### config.mk
export PLATFORM = sky130hd
export DESIGN_NAME = keymatrix_scan
export DESIGN_NICKNAME = d
export VERILOG_FILES = /design/src/rtl/keyscan_pkg.sv /design/src/rtl/keyscan_pacer.sv /design/src/rtl/keyscan_coldec.sv /design/src/rtl/keyscan_notemap.sv /design/src/rtl/keymatrix_scan.sv
export SDC_FILE = /design/constraint.sdc
export NUM_CORES = 1
export LEC_CHECK = 0
export BUFFER_PORTS_ARGS = -buffer_cell sky130_fd_sc_hd__buf_2
export CAP_MARGIN = 20
export CORE_MARGIN = 2
export CORE_UTILIZATION = 45
export DETAILED_ROUTE_END_ITERATION = 7
export MAX_ROUTING_LAYER = met4
export PLACE_DENSITY = 0.72
export SLEW_MARGIN = 15
export SYNTH_ARGS = -nofsm -noshare
export SYNTH_HDL_FRONTEND = slang
export SYNTH_HIERARCHICAL = 1
export SYNTH_SLANG_ARGS = --single-unit
export TNS_END_PERCENT = 50
### constraint.sdc
create_clock -name clk -period 1.51 [get_ports clk]
set_input_delay 0.151 -clock clk [delete_from_list [all_inputs] [get_ports clk]]
set_output_delay 0.151 -clock clk [all_outputs]
set_load 0.02 [all_outputs]
### src/rtl/keyscan_pkg.sv
package keyscan_pkg;

   localparam int NOTE_BITS = 7;
   localparam int MAP_SLOTS = 64;

   typedef logic [NOTE_BITS-1:0] note_t;

   // Linear position-to-note table; each slot holds base + position.
   function automatic logic [MAP_SLOTS*NOTE_BITS-1:0] linear_map(input int base);
      logic [MAP_SLOTS*NOTE_BITS-1:0] m;
      m = '0;
      for (int p = 0; p < MAP_SLOTS; p++) begin
         m[p*NOTE_BITS +: NOTE_BITS] = NOTE_BITS'(base + p);
      end
      return m;
   endfunction

endpackage

### src/rtl/keyscan_pacer.sv
module keyscan_pacer #(
   parameter int TICK_DIV    = 16,
   parameter int SETTLE_CLKS = 3,
   parameter int GROUPS      = 7,
   parameter int COL_W       = 3,
   parameter int GRP_W       = 3
) (
   input  logic             clk,
   input  logic             rst_n,
   output logic [COL_W-1:0] col,
   output logic             slot_vld,
   output logic [GRP_W-1:0] slot
);
   localparam int DIV_W = $clog2(TICK_DIV);

   logic [DIV_W-1:0] phase;

   // One counter paces the columns and also gives the phase inside a column.
   always_ff @(posedge clk) begin
      if (!rst_n) begin
         phase <= '0;
         col   <= '0;
      end else if (phase == DIV_W'(TICK_DIV - 1)) begin
         phase <= '0;
         col   <= col + 1'b1;
      end else begin
         phase <= phase + 1'b1;
      end
   end

   always_comb begin
      slot_vld = (phase >= DIV_W'(SETTLE_CLKS)) &&
                 (phase <  DIV_W'(SETTLE_CLKS + GROUPS));
      slot     = GRP_W'(phase - DIV_W'(SETTLE_CLKS));
   end

endmodule

### src/rtl/keyscan_coldec.sv
module keyscan_coldec #(
   parameter int COLS  = 8,
   parameter int COL_W = 3
) (
   input  logic [COL_W-1:0] col,
   output logic [COLS-1:0]  sel_n
);
   for (genvar i = 0; i < COLS; i++) begin : g_line
      assign sel_n[i] = (col != COL_W'(i));
   end
endmodule

### src/rtl/keyscan_notemap.sv
module keyscan_notemap
   import keyscan_pkg::*;
#(
   parameter int POS_W     = 6,
   parameter int NUM_KEYS  = 49,
   parameter int BASE_NOTE = 36,
   parameter bit USE_TABLE = 1'b1,
   parameter logic [MAP_SLOTS*NOTE_BITS-1:0] NOTE_MAP = linear_map(36)
) (
   input  logic [POS_W-1:0] pos,
   output note_t            note,
   output logic             fitted
);
   assign fitted = ({1'b0, pos} < (POS_W+1)'(NUM_KEYS));

   if (USE_TABLE) begin : g_table
      assign note = NOTE_MAP[NOTE_BITS*int'(pos) +: NOTE_BITS];
   end else begin : g_offset
      assign note = NOTE_BITS'(BASE_NOTE) + NOTE_BITS'(pos);
   end
endmodule

### src/rtl/keymatrix_scan.sv
module keymatrix_scan
   import keyscan_pkg::*;
#(
   parameter int CLK_HZ      = 50_000_000,
   parameter int SCAN_HZ     = 2000,
   parameter int COLS        = 8,
   parameter int GROUPS      = 7,
   parameter int SETTLE_CLKS = 16,
   parameter int NUM_KEYS    = 49,
   parameter int BASE_NOTE   = 36,
   parameter bit USE_TABLE   = 1'b1,
   parameter logic [MAP_SLOTS*NOTE_BITS-1:0] NOTE_MAP = linear_map(36)
) (
   input  logic                 clk,
   input  logic                 rst_n,
   output logic [COLS-1:0]      col_sel_n,
   input  logic [GROUPS-1:0]    grp_first_n,
   input  logic [GROUPS-1:0]    grp_second_n,
   output logic                 key_vld,
   output logic [NOTE_BITS-1:0] key_note,
   output logic                 key_first,
   output logic                 key_second
);
   localparam int COL_W    = $clog2(COLS);
   localparam int GRP_W    = $clog2(GROUPS);
   localparam int POS_W    = COL_W + GRP_W;
   localparam int TICK_DIV = CLK_HZ / (SCAN_HZ * COLS);

   if ((1 << COL_W) != COLS) begin : g_bad_cols
      $error("COLS must be a power of two");
   end
   if (TICK_DIV < SETTLE_CLKS + GROUPS + 1) begin : g_bad_div
      $error("column dwell too short for settle time plus group walk");
   end
   if (NUM_KEYS > COLS * GROUPS) begin : g_bad_keys
      $error("NUM_KEYS exceeds matrix positions");
   end
   if (USE_TABLE && (COLS << GRP_W) > MAP_SLOTS) begin : g_bad_map
      $error("note table too small for matrix");
   end

   logic [COL_W-1:0] col;
   logic             slot_vld;
   logic [GRP_W-1:0] slot;
   logic [GRP_W-1:0] bit_idx;
   logic [POS_W-1:0] pos;
   note_t            note;
   logic             fitted;
   logic             take;

   keyscan_pacer #(
      .TICK_DIV   (TICK_DIV),
      .SETTLE_CLKS(SETTLE_CLKS),
      .GROUPS     (GROUPS),
      .COL_W      (COL_W),
      .GRP_W      (GRP_W)
   ) u_pacer (
      .clk     (clk),
      .rst_n   (rst_n),
      .col     (col),
      .slot_vld(slot_vld),
      .slot    (slot)
   );

   keyscan_coldec #(
      .COLS (COLS),
      .COL_W(COL_W)
   ) u_dec (
      .col  (col),
      .sel_n(col_sel_n)
   );

   // Reversed wiring: the first logical group sits on the top input bit.
   assign bit_idx = GRP_W'(GROUPS - 1) - slot;
   assign pos     = {slot, col};

   keyscan_notemap #(
      .POS_W    (POS_W),
      .NUM_KEYS (NUM_KEYS),
      .BASE_NOTE(BASE_NOTE),
      .USE_TABLE(USE_TABLE),
      .NOTE_MAP (NOTE_MAP)
   ) u_map (
      .pos   (pos),
      .note  (note),
      .fitted(fitted)
   );

   assign take = slot_vld & fitted;

   always_ff @(posedge clk) begin
      if (!rst_n) begin
         key_vld    <= 1'b0;
         key_note   <= '0;
         key_first  <= 1'b0;
         key_second <= 1'b0;
      end else begin
         key_vld    <= take;
         key_note   <= take ? note : '0;
         key_first  <= take & ~grp_first_n[bit_idx];
         key_second <= take & ~grp_second_n[bit_idx];
      end
   end

endmodule

# Word-level counts from Yosys, hierarchy flattened
# Index checks and enable logic that the tools add are counted.
[op_classes] n_eq_ne=8 n_addsub=4 n_reduce_logical=4 bitwise_logic=6 shift=1 order_cmp=4 n_mux=4 mul=1
[op_table] operator="variable part select 448 x 32 -> 7 bit, first input constant" n=1
[op_table] operator="adder 12 x 1 -> 12 bit, second input constant" n=1
[op_table] operator="== test 12 bit, second input constant" n=1
[op_table] operator=">= comparator 12 x 5 -> 1 bit, second input constant" n=1
[op_table] operator="< comparator 12 x 5 -> 1 bit, second input constant" n=1
[op_table] operator="inequality test 3 bit, second input constant" n=4
[op_table] operator="multiplier 3 x 6 -> 9 bit, first input constant" n=1
[op_table] operator="binary-select mux 1 bit (select 3 bit)" n=2
[op_table] operator="< comparator 6 bit, second input constant" n=1
[op_table] operator="inequality test 3 x 2 -> 1 bit, second input constant" n=2
[op_table] operator="< comparator 3 x 4 -> 1 bit, second input constant" n=1
[op_table] operator="adder 3 x 1 -> 3 bit, second input constant" n=1
[op_table] operator="AND 1 bit" n=3
[op_table] operator="inequality test 3 x 1 -> 1 bit, second input constant" n=1
[op_table] operator="inverter 1 bit" n=3
[op_table] operator="nonzero test 3 bit" n=1
[op_table] operator="subtractor 3 x 1 -> 3 bit, second input constant" n=1
[op_table] operator="subtractor 3 bit, first input constant" n=1
[op_table] operator="two-way mux 1 bit" n=2
[op_table] operator="AND reduction 2 bit" n=1
[op_table] operator="OR reduction 2 bit" n=1
[op_table] operator="logical AND 1 bit" n=1
[word_totals] out_inout_bits=18 elab_cells=38 register_bits=25 in_bits=16

# Longest topological paths before layout
# Gate-level depths: netlist of the first run.
[depth] word_depth=6 mapped_depth=8 mapped_depth_nobuf=6

# Modules after synthesis
# The synthesis of the first run kept the hierarchy.
[modules_own_cells] module="keyscan_pacer" cells_per_inst=84 seq_area_each_um2=300.3 n_inst=1 area_per_inst_um2=767.0
[modules_own_cells] module="keymatrix_scan" cells_per_inst=33 seq_area_each_um2=200.2 n_inst=1 area_per_inst_um2=397.9
[modules_own_cells] module="keyscan_notemap" cells_per_inst=16 seq_area_each_um2=0.0 n_inst=1 area_per_inst_um2=121.4
[modules_own_cells] module="keyscan_coldec" cells_per_inst=8 seq_area_each_um2=0.0 n_inst=1 area_per_inst_um2=60.1

# Worst setup path after synthesis of the first run
# OpenSTA, ideal clock, no wires.
[synth_path] path_type="reg-to-reg" start="reg u_pacer.phase[8]" end="reg key_first" path_stages_with_launch=6 synth_period_minus_slack_ns=1.654 t_required_ns=1.450 path_slack_ns=-0.144 setup_time_ns=0.060 t_arrival_ns=1.595 path_buffers=1 cell_sequence="dfxtp_1 > or4_4 > nor3_1 > and3_1 > clkbuf_1 > o311a_1"
[synth_between] elab_chain_len=4 elab_cells_between_ends=5 cone_classes="2 x order compare; 2 x bitwise; 1 x reduce/logical"
[synth_lines] item="start: declaration" line="keyscan_pacer.sv:16" source="logic [DIV_W-1:0] phase;"
[synth_lines] item="start signal: assignment" line="keyscan_pacer.sv:27" source="phase <= phase + 1'b1;"
[synth_lines] item=">= comparator 12 x 5 -> 1 bit / < comparator 12 x 5 -> 1 bit (equally long branches)" line="keyscan_pacer.sv:32, keyscan_pacer.sv:33"
[synth_lines] item="logical AND 1 bit *" line="keyscan_pacer.sv:32" source="slot_vld = (phase >= DIV_W'(SETTLE_CLKS)) &&"
[synth_lines] item="net slot_vld" line="keymatrix_scan.sv:43" source="logic slot_vld;"
[synth_lines] item="AND 1 bit *" line="keymatrix_scan.sv:89" source="assign take = slot_vld & fitted;"
[synth_lines] item="AND 1 bit *" line="keymatrix_scan.sv:100" source="key_first <= take & ~grp_first_n[bit_idx];"
[synth_lines] item="end signal: assignment" line="keymatrix_scan.sv:100"
[synth_lines] item="end: declaration" line="keymatrix_scan.sv:21" source="output logic key_first,"
# Mark *: on every way through the listed nets, which the timed path passes. The rest lies on a longest branch.
# A chain may end at the register's enable or synchronous reset.

# Final worst setup path of the first run
[layout_path] start="reg u_pacer.phase[9]" end="reg u_pacer.phase[6]"
[layout_between] elab_chain_len=2
[layout_lines] item="== test 12 bit" line="keyscan_pacer.sv:23" source="end else if (phase == DIV_W'(TICK_DIV - 1)) begin"
[layout_lines] item="OR reduction 2 bit (no source line)"
# No other way between the ends.

==> results.py, run 1 <==
metrics = {
    "run_status": {
        "status": "finished with violations",
        "failed_checks": "DRC, setup timing",
    },
    "timing": {
        "relSlewSlack_pct": 74.7,
        "worstMarginPinSlew_ps": 374,
        "finalSetupViolations": 18,
        "rsz0062_at_grt": "true",
        "fmax_ghz": 0.640,
        "fin_ws_ps": -53.6,
        "post-route-min-period_ps": 1560,
        "drv_slew": 0,
        "final_hold_viol_count": 0,
        "period_share_pct": 104,
        "skew_ps": 13.8,
    },
    "place": {
        "dp_hpwl_um": 2250,
        "place_congestion": 0.774,
        "place.port_buffers": 33,
    },
    "floorplan": {
        "start_util_pct": 48.0,
        "die_w_um": 58.7,
        "core-area_um2": 2810,
        "ios": 34,
        "num_rows": 19,
        "die_h_um": 58.7,
        "die_area_um2": 3450,
    },
    "layout": {
        "fin_util_pct": 62.4,
        "fin_nets": 215,
        "n_antenna_cell": 0,
        "syn_to_final_growth_pct": 30.1,
        "drive_gt1_share_pct": 42.1,
    },
    "worst_setup_path": {
        "worst_setup_path_start_kind": "register",
        "slowest_stage": "or4_4",
        "critPathCaptureType": "register",
        "reg2reg_slack_ps": -50,
        "crit_chain": "or4_4, o41ai_4, buf_6, a21oi_1",
        "reg2reg_from": "u_pacer/phase[9]",
        "critPathRequiredTime_ps": 1730,
        "reg2reg_depth": 4,
        "rr_endpoint": "u_pacer/phase[6]",
        "path_buf_inv": 1,
        "max_stage_delay_ps": 590,
        "path_max_fanout": 8,
        "crit_type": "reg -> reg",
        "cp.arrival_ps": 1790,
        "crit_family": "simple AND/OR/NAND/NOR gates",
    },
    "global_route": {
        "track_usage_pct": 18.5,
        "grt_pass1_wl_um": 4850,
        "grt_max_degree": 17,
        "antenna_found_initial": 0,
        "grt-ovfl-total": 0,
        "grt_pass1_vias": 1156,
    },
    "cts": {
        "htree_num_levels": 1,
        "clk_latency_ps": 320,
        "root_buffer": "clkbuf_4",
        "cts.sinks": 25,
        "path_clk_slew_ps": 150,
        "numCtsBuffers": 3,
        "cts_tree": "yes",
        "cts_buffer_depth": 2,
    },
    "synth": {
        "synth_common_cells": "25 x dfxtp_1, 9 x a21oi_1, 9 x nand2_1",
        "ys_async_sr_fraction_pct": 0,
        "synth_edf_count": 0,
        "synth.yosys.seq_area_share_pct": 37.2,
        "syn_area_um2": 1350,
        "synth_seq_cells": 25,
        "synth_ff_type": "dfxtp_1",
        "synth_nets": 165,
        "synth_warnings": 6,
        "synth_area_leader_cell": "dfxtp_1",
        "synthCells": 141,
        "yosysMostFrequentCell": "dfxtp_1",
        "avgSynthCellArea_um2": 9.55,
        "synthTopCellsByArea": "dfxtp_1 37%, ha_1 7.4%, mux4_1 3.9%",
        "synth_top_area_share_pct": 37.2,
        "netlist-cell-type-count": 40,
    },
    "min_path": {
        "hold_class": "in -> reg",
        "hold_depth": 3,
        "hold_end": "u_pacer/col[1]",
        "hold_start": "rst_n",
    },
    "drt": {
        "drt_iter0_markers": 52,
        "avgViaCountPerCell": 5.50,
        "wl_per_cell_um": 13.2,
        "num_vias": 1216,
        "ant_nets": 0,
        "first_pass_iters": 6,
        "drc_errors": 1,
        "routed_wl_um": 2920,
    },
    "power_and_ir_drop": {
        "p_total_mw": 1.15,
        "powerDensity_nw_per_um2": 656,
        "power.leakage_nw": 0.727,
        "ir_drop_mv": 0.348,
    },
    "flow_run": {
        "drv_cap": 0,
    },
}
==> what timing repair did <==
action,in CTS,in global routing
buffers inserted,0,0
setup endpoints to repair,23,27
pin swaps,1,5
gates resized for setup,9,18
hold buffers,0,0
cloned,1,0
==> tightest hold or removal path: stages <==
cell and delay [ps]:
buf_2 170, nand2_1 80, mux2i_1 50
==> flip-flops by register name (all words and copies together) (netlist names) <==
name / flops
u_pacer/phase: 12
key_note: 7
u_pacer/col: 3
key_first: 1
key_second: 1
key_vld: 1
==> routing by layer <==
metal  up-vias  wire length (µm)  global-route usage, %  part of all wire, %
li1        610                 -                      -                    -
met1       567              1290                   23.6                   44
met2        35              1450                   29.9                   50
met3         4               145                   2.20                  5.0
met4         0                43                   7.14                  1.5
met5         -                 0                      -                    0
==> cell type report <==
type,count,area [µm²]
timing repair buffer,52,315
clock inverter,1,8.76
multi-input combinational,102,827
inverter,7,28.8
tap,31,38.8
fill,243,1050
clock buffer,3,22.5
sequential,25,510
==> layout by cell type (no fill, tap or decap), types with 3 or more instances in the layout <==
master and count:
buf_2 33, dfxtp_1 19, buf_4 17, nand2_1 9
and2_1 7, ha_1 6, nand3_1 5, inv_1 5
a21oi_1 5, nor2_1 5, dfxtp_2 5, or3_1 4
nand4_1 4, a21oi_2 4, o21ai_0 4, clkbuf_4 3
or3b_1 3, nand3b_1 3, mux2i_1 3, o31ai_1 3
or4_1 3
==> power by group <==
| part | total [mW] | leakage, nW | internal, mW | switching, mW |
|---|---|---|---|---|
| combinational | 0.153 | 0.504 | 0.0796 | 0.0735 |
| sequential | 0.677 | 0.205 | 0.667 | 0.0105 |
| clock | 0.318 | 0.0183 | 0.108 | 0.211 |
==> cells by family (layout without fill, tap and decap cells) <==
kind of cell / after synthesis / in the layout / synth area share [%]
and+or+nand+nor: 57 / 58 / 25.9
AOI/OAI and AO/OA: 27 / 27 / 14.5
DFF: 25 / 25 / 37.2
buffers and inverters: 15 / 63 / 6.23
adders and majority gates: 8 / 8 / 7.44
muxes: 5 / 5 / 6.13
xor gates and xnor gates: 4 / 4 / 2.60
==> worst max path at each step <==
stage / from / endpoint / slack (ps) / depth (start not counted)
floorplan: u_pacer/phase[9] / key_first / -20 / 5
global placement: u_pacer/phase[9] / key_second / -80 / 4
detailed placement: u_pacer/phase[9] / key_second / -140 / 4
CTS: u_pacer/phase[9] / u_pacer/col[2] / -50 / 3
global route: u_pacer/phase[0] / u_pacer/col[1] / -100 / 6
finish: u_pacer/phase[9] / u_pacer/phase[6] / -50 / 4
==> through the flow <==
| step | TNS [ps] | area (µm²) | worst slack [ps] | cells | hold WS [ps] |
|---|---|---|---|---|---|
| after floorplan | -35.2 | 1350 | -17.6 | 141 | 278 |
| after global placement | -553 | 1640 | -80.6 | 216 | 485 |
| after detailed placement | -933 | 1640 | -135 | 216 | 502 |
| after CTS | -547 | 1700 | -50.8 | 221 | 137 |
| after global routing | -1960 | 1750 | -105 | 221 | 144 |
| final | -643 | 1750 | -53.6 | 221 | 160 |
No activity file was read; power rests on OpenSTA's default activity.
==> inputs of run 2 (changes only) <==
==> constraint.sdc (replaced) <==
create_clock -name clk -period 1.3 [get_ports clk]
set_input_delay 0.13 -clock clk [delete_from_list [all_inputs] [get_ports clk]]
set_output_delay 0.13 -clock clk [all_outputs]
set_load 0.02 [all_outputs]
==> results.py, run 2 (same netlist as run 1, synthesis figures left out) <==
metrics = {
    "floorplan": {
        "start_util_pct": 48.0,
        "die_w_um": 58.7,
        "die_h_um": 58.7,
        "num_rows": 19,
        "die_area_um2": 3450,
        "ios": 34,
        "core-area_um2": 2810,
    },
    "drt": {
        "wl_met3_um": 107,
        "ant_nets": 0,
        "num_vias": 1287,
        "wl_per_cell_um": 13.1,
        "drc_errors": 0,
        "m1WireLength_um": 1370,
        "routed_wl_um": 3110,
        "wl_met2_um": 1570,
        "drt_iter0_markers": 67,
        "top_layer": "met4",
        "avgViaCountPerCell": 5.43,
        "first_pass_iters": 4,
    },
    "global_route": {
        "antenna_found_initial": 0,
        "grt_pass1_vias": 1218,
        "track_usage_pct": 21.2,
        "grt-ovfl-total": 0,
        "grt_pass1_wl_um": 5390,
        "grt_max_degree": 15,
    },
    "power_and_ir_drop": {
        "ir_drop_mv": 0.593,
        "switching_share_pct": 24.4,
        "share_seq_of_total_power_pct": 60.4,
        "comb_power_share_pct": 13.6,
        "p_total_mw": 1.29,
        "power.leakage_nw": 0.813,
        "powerDensity_nw_per_um2": 689,
        "p_int_mw": 0.977,
        "p_sw_mw": 0.315,
        "clockPowerShare_pct": 26.0,
    },
    "layout": {
        "top_register": "u_pacer/phase",
        "largest_reg_flops": 12,
        "n_antenna_cell": 0,
        "multi_input_comb_area_um2": 805,
        "register_area_um2": 513,
        "mostFrequentLayoutCells": "32 x buf_2, 30 x buf_4, 19 x dfxtp_1, 9 x nand2_1, 8 x ha_1",
        "drive_gt1_share_pct": 45.1,
        "final_common_cell": "buf_2",
        "top_regs": "u_pacer/phase: 12 flops, key_note: 7 flops, u_pacer/col: 3 flops",
        "fillers": 217,
        "syn_to_final_growth_pct": 39.2,
        "final_cell_area_um2": 1870,
        "fin_nets": 231,
    },
    "timing": {
        "fmax_ghz": 0.613,
        "rsz0062_at_grt": "true",
        "relSlewSlack_pct": 77.7,
        "worstMarginPinSlew_ps": 331,
        "period_share_pct": 126,
        "post-route-min-period_ps": 1630,
        "finalSetupViolations": 29,
        "skew_ps": 10.4,
        "fin_ws_ps": -332,
        "final_hold_viol_count": 0,
        "drv_slew": 0,
    },
    "min_path": {
        "hold_start": "rst_n",
        "hold_class": "in -> reg",
    },
    "cts": {
        "cts_tree": "yes",
        "htree_num_levels": 1,
        "cts-hold-fix-buffers": 0,
        "cts.sinks": 25,
        "cts_buffer_depth": 2,
        "numCtsBuffers": 3,
        "root_buffer": "clkbuf_4",
        "path_clk_slew_ps": 130,
        "clk_latency_ps": 310,
    },
    "worst_setup_path": {
        "worst_setup_path_start_kind": "register",
        "crit_type": "reg -> reg",
        "worstSetupEndpoint": "key_second",
        "critPathRequiredTime_ps": 1560,
        "cp.arrival_ps": 1890,
        "reg2reg_slack_ps": -330,
        "rr_endpoint": "key_second",
        "reg2reg_depth": 5,
        "crit_start": "u_pacer/phase[9]",
        "path_max_fanout": 4,
        "critPathCaptureType": "register",
        "reg2reg_from": "u_pacer/phase[9]",
    },
    "place": {
        "place_congestion": 0.846,
        "place.port_buffers": 33,
        "dp_hpwl_um": 2490,
        "dp_slack_ps": -293,
        "place_area_um2": 1770,
    },
    "run_status": {
        "failed_checks": "setup timing",
        "status": "finished with violations",
    },
    "flow_run": {
        "drv_cap": 0,
    },
}
==> run 2: worst min path at each step <==
stage                                    to  slack, ps  depth (start not counted)
after CTS                    u_pacer/col[0]        120                          3
after detailed placement     u_pacer/col[2]        480                          3
after floorplan           u_pacer/phase[11]        260                          2
final                        u_pacer/col[1]        130                          3
after global placement       u_pacer/col[0]        470                          3
after global routing         u_pacer/col[2]        110                          3
==> run 2: power by group through the flow <==
stage	clock network, mW	registers (mW)	logic [mW]
3_3_place_gp	0	0.801	0.167
2_1_floorplan	0	0.800	0.109
5_1_grt	0.384	0.782	0.199
4_1_cts	0.352	0.780	0.177
3_5_place_dp	0	0.801	0.175
6_report	0.336	0.780	0.176
==> run 2: through the flow <==
step / utilization (%) / hold slack [ps] / std cells / TNS, ps
after floorplan: - / 257 / 141 / -4460
after global placement: 63.1 / 467 / 231 / -5230
after detailed placement: 63.1 / 477 / 231 / -5650
after CTS: 66.2 / 116 / 237 / -6950
after global routing: 66.8 / 107 / 237 / -9060
final: 66.8 / 130 / 237 / -7070
==> run 2: metal layers <==
| metal | global-route usage, % | vias up |
|---|---|---|
| li1 | - | 643 |
| met1 | 24.9 | 607 |
| met2 | 36.1 | 31 |
| met3 | 2.42 | 6 |
| met4 | 9.74 | 0 |
| met5 | - | - |
==> run 2: what timing repair did <==
item,4_1_cts,5_1_grt
setup buffers,2,0
endpoints found under the setup margin,33,33
resized for setup,15,5
cloned,0,0
pin swaps,4,3
==> run 2: final cells by class <==
cell class              instances  area share (%)
flip-flops and latches         25            27.4
well taps                      31            2.07
multi-input cells             101            42.9
clock buffers                   3            1.20
repair buffers                 69            24.8
inverters                       7            1.40
clock inverters                 1           0.267
==> run 2: critical path, cell delays in order (launching register included) <==
cell,delay [ps]
dfxtp_2,340
or4_4,590
nor3_4,160
and3_4,230
buf_6,100
o311a_1,150
==> inputs of run 3 (changes only) <==
--- a/config.mk
+++ b/config.mk
@@ -7,11 +7,11 @@
 export LEC_CHECK = 0
 export BUFFER_PORTS_ARGS = -buffer_cell sky130_fd_sc_hd__buf_2
 export CAP_MARGIN = 20
-export CORE_MARGIN = 2
 export CORE_UTILIZATION = 45
 export DETAILED_ROUTE_END_ITERATION = 7
 export MAX_ROUTING_LAYER = met4
 export PLACE_DENSITY = 0.72
+export SETUP_SLACK_MARGIN = 0.4
 export SLEW_MARGIN = 15
 export SYNTH_ARGS = -nofsm -noshare
 export SYNTH_HDL_FRONTEND = slang
==> results.py, run 3 (same netlist as run 1, synthesis figures left out) <==
metrics = {
    "worst_setup_path": {
        "critPathRequiredTime_ps": 1540,
        "path_buf_inv": 0,
        "crit_type": "reg -> reg",
        "critPathCaptureType": "register",
        "crit_chain": "or4_4, nor4_4, mux2i_1",
        "cp.arrival_ps": 1870,
        "path_max_fanout": 4,
        "worst_setup_path_start_kind": "register",
        "max_stage_delay_ps": 590,
        "slowest_stage": "or4_4",
        "crit_family": "simple AND/OR/NAND/NOR gates",
    },
    "floorplan": {
        "core-area_um2": 2810,
        "die_h_um": 56.7,
        "die_area_um2": 3210,
        "num_rows": 19,
        "ios": 34,
        "die_w_um": 56.7,
        "start_util_pct": 48.0,
    },
    "layout": {
        "top_register": "u_pacer/phase",
        "top_regs": "u_pacer/phase: 12 flops, key_note: 7 flops, u_pacer/col: 3 flops",
        "mostFrequentLayoutCells": "35 x buf_4, 20 x dfxtp_1, 19 x buf_2, 12 x buf_6, 9 x nand2_1",
        "n_antenna_cell": 0,
        "largest_reg_flops": 12,
        "final_common_cell": "buf_4",
        "fin_util_pct": 69.6,
        "drive_gt1_share_pct": 47.3,
        "instances_no_fill": 236,
        "fin_nets": 230,
        "syn_to_final_growth_pct": 45.0,
        "fillers": 219,
    },
    "drt": {
        "first_pass_iters": 4,
        "ant_nets": 0,
        "num_vias": 1296,
        "drc_errors": 0,
        "wl_per_cell_um": 14.8,
        "drt_iter0_markers": 48,
        "routed_wl_um": 3490,
        "avgViaCountPerCell": 5.49,
    },
    "cts": {
        "path_clk_slew_ps": 140,
        "numCtsBuffers": 3,
        "cts_buffer_depth": 2,
        "clk_latency_ps": 320,
        "root_buffer": "clkbuf_4",
        "htree_num_levels": 1,
        "cts.sinks": 25,
        "cts_tree": "yes",
    },
    "timing": {
        "fmax_ghz": 0.611,
        "skew_ps": 11.5,
        "relSlewSlack_pct": 76.0,
        "setup-tns-final_ps": -7640,
        "fin_ws_ps": -336,
        "final_hold_viol_count": 0,
        "period_share_pct": 126,
        "worstMarginPinSlew_ps": 359,
        "finalSetupViolations": 31,
        "post-route-min-period_ps": 1640,
        "drv_slew": 0,
        "rsz0062_at_grt": "true",
    },
    "global_route": {
        "track_usage_pct": 22.3,
        "grt_max_degree": 15,
        "antenna_found_initial": 0,
        "grt_pass1_wl_um": 5480,
        "grt_pass1_vias": 1229,
        "grt-ovfl-total": 0,
    },
    "place": {
        "place.port_buffers": 33,
        "dp_slack_ps": -341,
        "dp_hpwl_um": 2400,
        "dp.cells": 226,
        "place_congestion": 0.817,
    },
    "min_path": {
        "hold_class": "in -> reg",
    },
    "power_and_ir_drop": {
        "p_total_mw": 1.30,
        "powerDensity_nw_per_um2": 667,
        "power.leakage_nw": 0.814,
        "ir_drop_mv": 0.476,
    },
    "run_status": {
        "failed_checks": "setup timing",
        "status": "finished with violations",
    },
    "flow_run": {
        "drv_cap": 0,
    },
}
run 3: cell count changes in the layout (fill, tap and decap cells not counted), sizes merged:
cell | before | now
and3 | 1 | 2
buf | 69 | 67
run 3: final timing paths:
check / from / endpoint / slack (ps) / cells after the start
max reg2reg: u_pacer/phase[9] / u_pacer/col[1] / -340 / 3
min: rst_n / u_pacer/col[0] / 160 / 3
min reg2reg: u_pacer/col[0] / u_pacer/col[0] / 580 / 2
max: u_pacer/phase[9] / u_pacer/col[1] / -340 / 3
run 3: final cells by class:
type | instances | area, µm² | area share [%]
clock buffers | 3 | 22.5 | 1.15
clock inverters | 1 | 5.00 | 0.256
inverters | 7 | 26.3 | 1.35
multi-input cells | 102 | 832 | 42.6
flip-flops and latches | 25 | 514 | 26.3
well taps | 31 | 38.8 | 1.99
repair buffers | 67 | 513 | 26.3
run 3: power breakdown:
part | internal, mW | switching (mW) | total, mW
clock network | 0.115 | 0.232 | 0.347
logic | 0.0924 | 0.0857 | 0.178
registers | 0.769 | 0.00690 | 0.776
run 3: tightest hold or removal path, stage by stage:
cell and delay, ps:
buf_2 170, nand2_1 90, mux2i_1 60
run 3: what timing repair did:
item	4_1_cts	5_1_grt
hold buffers	0	0
pin swaps	4	0
hold endpoints to repair	0	0
gates cloned	1	1
setup buffers	0	4
resized for setup	23	21
setup endpoints to repair	43	43
run 3: per-layer routing:
metal | up-vias | GRT usage [%] | share of wire (%)
met5 | - | - | 0
met4 | 0 | 5.71 | 1.1
met2 | 34 | 40.5 | 55
li1 | 644 | - | -
met1 | 614 | 24.9 | 41
met3 | 4 | 3.92 | 3.4
run 3: per-stage QoR:
stage | hold slack (ps) | area (µm²)
3_5_place_dp | 481 | 1740
3_3_place_gp | 465 | 1740
2_1_floorplan | 257 | 1370
5_1_grt | 161 | 1950
6_report | 160 | 1950
4_1_cts | 136 | 1850
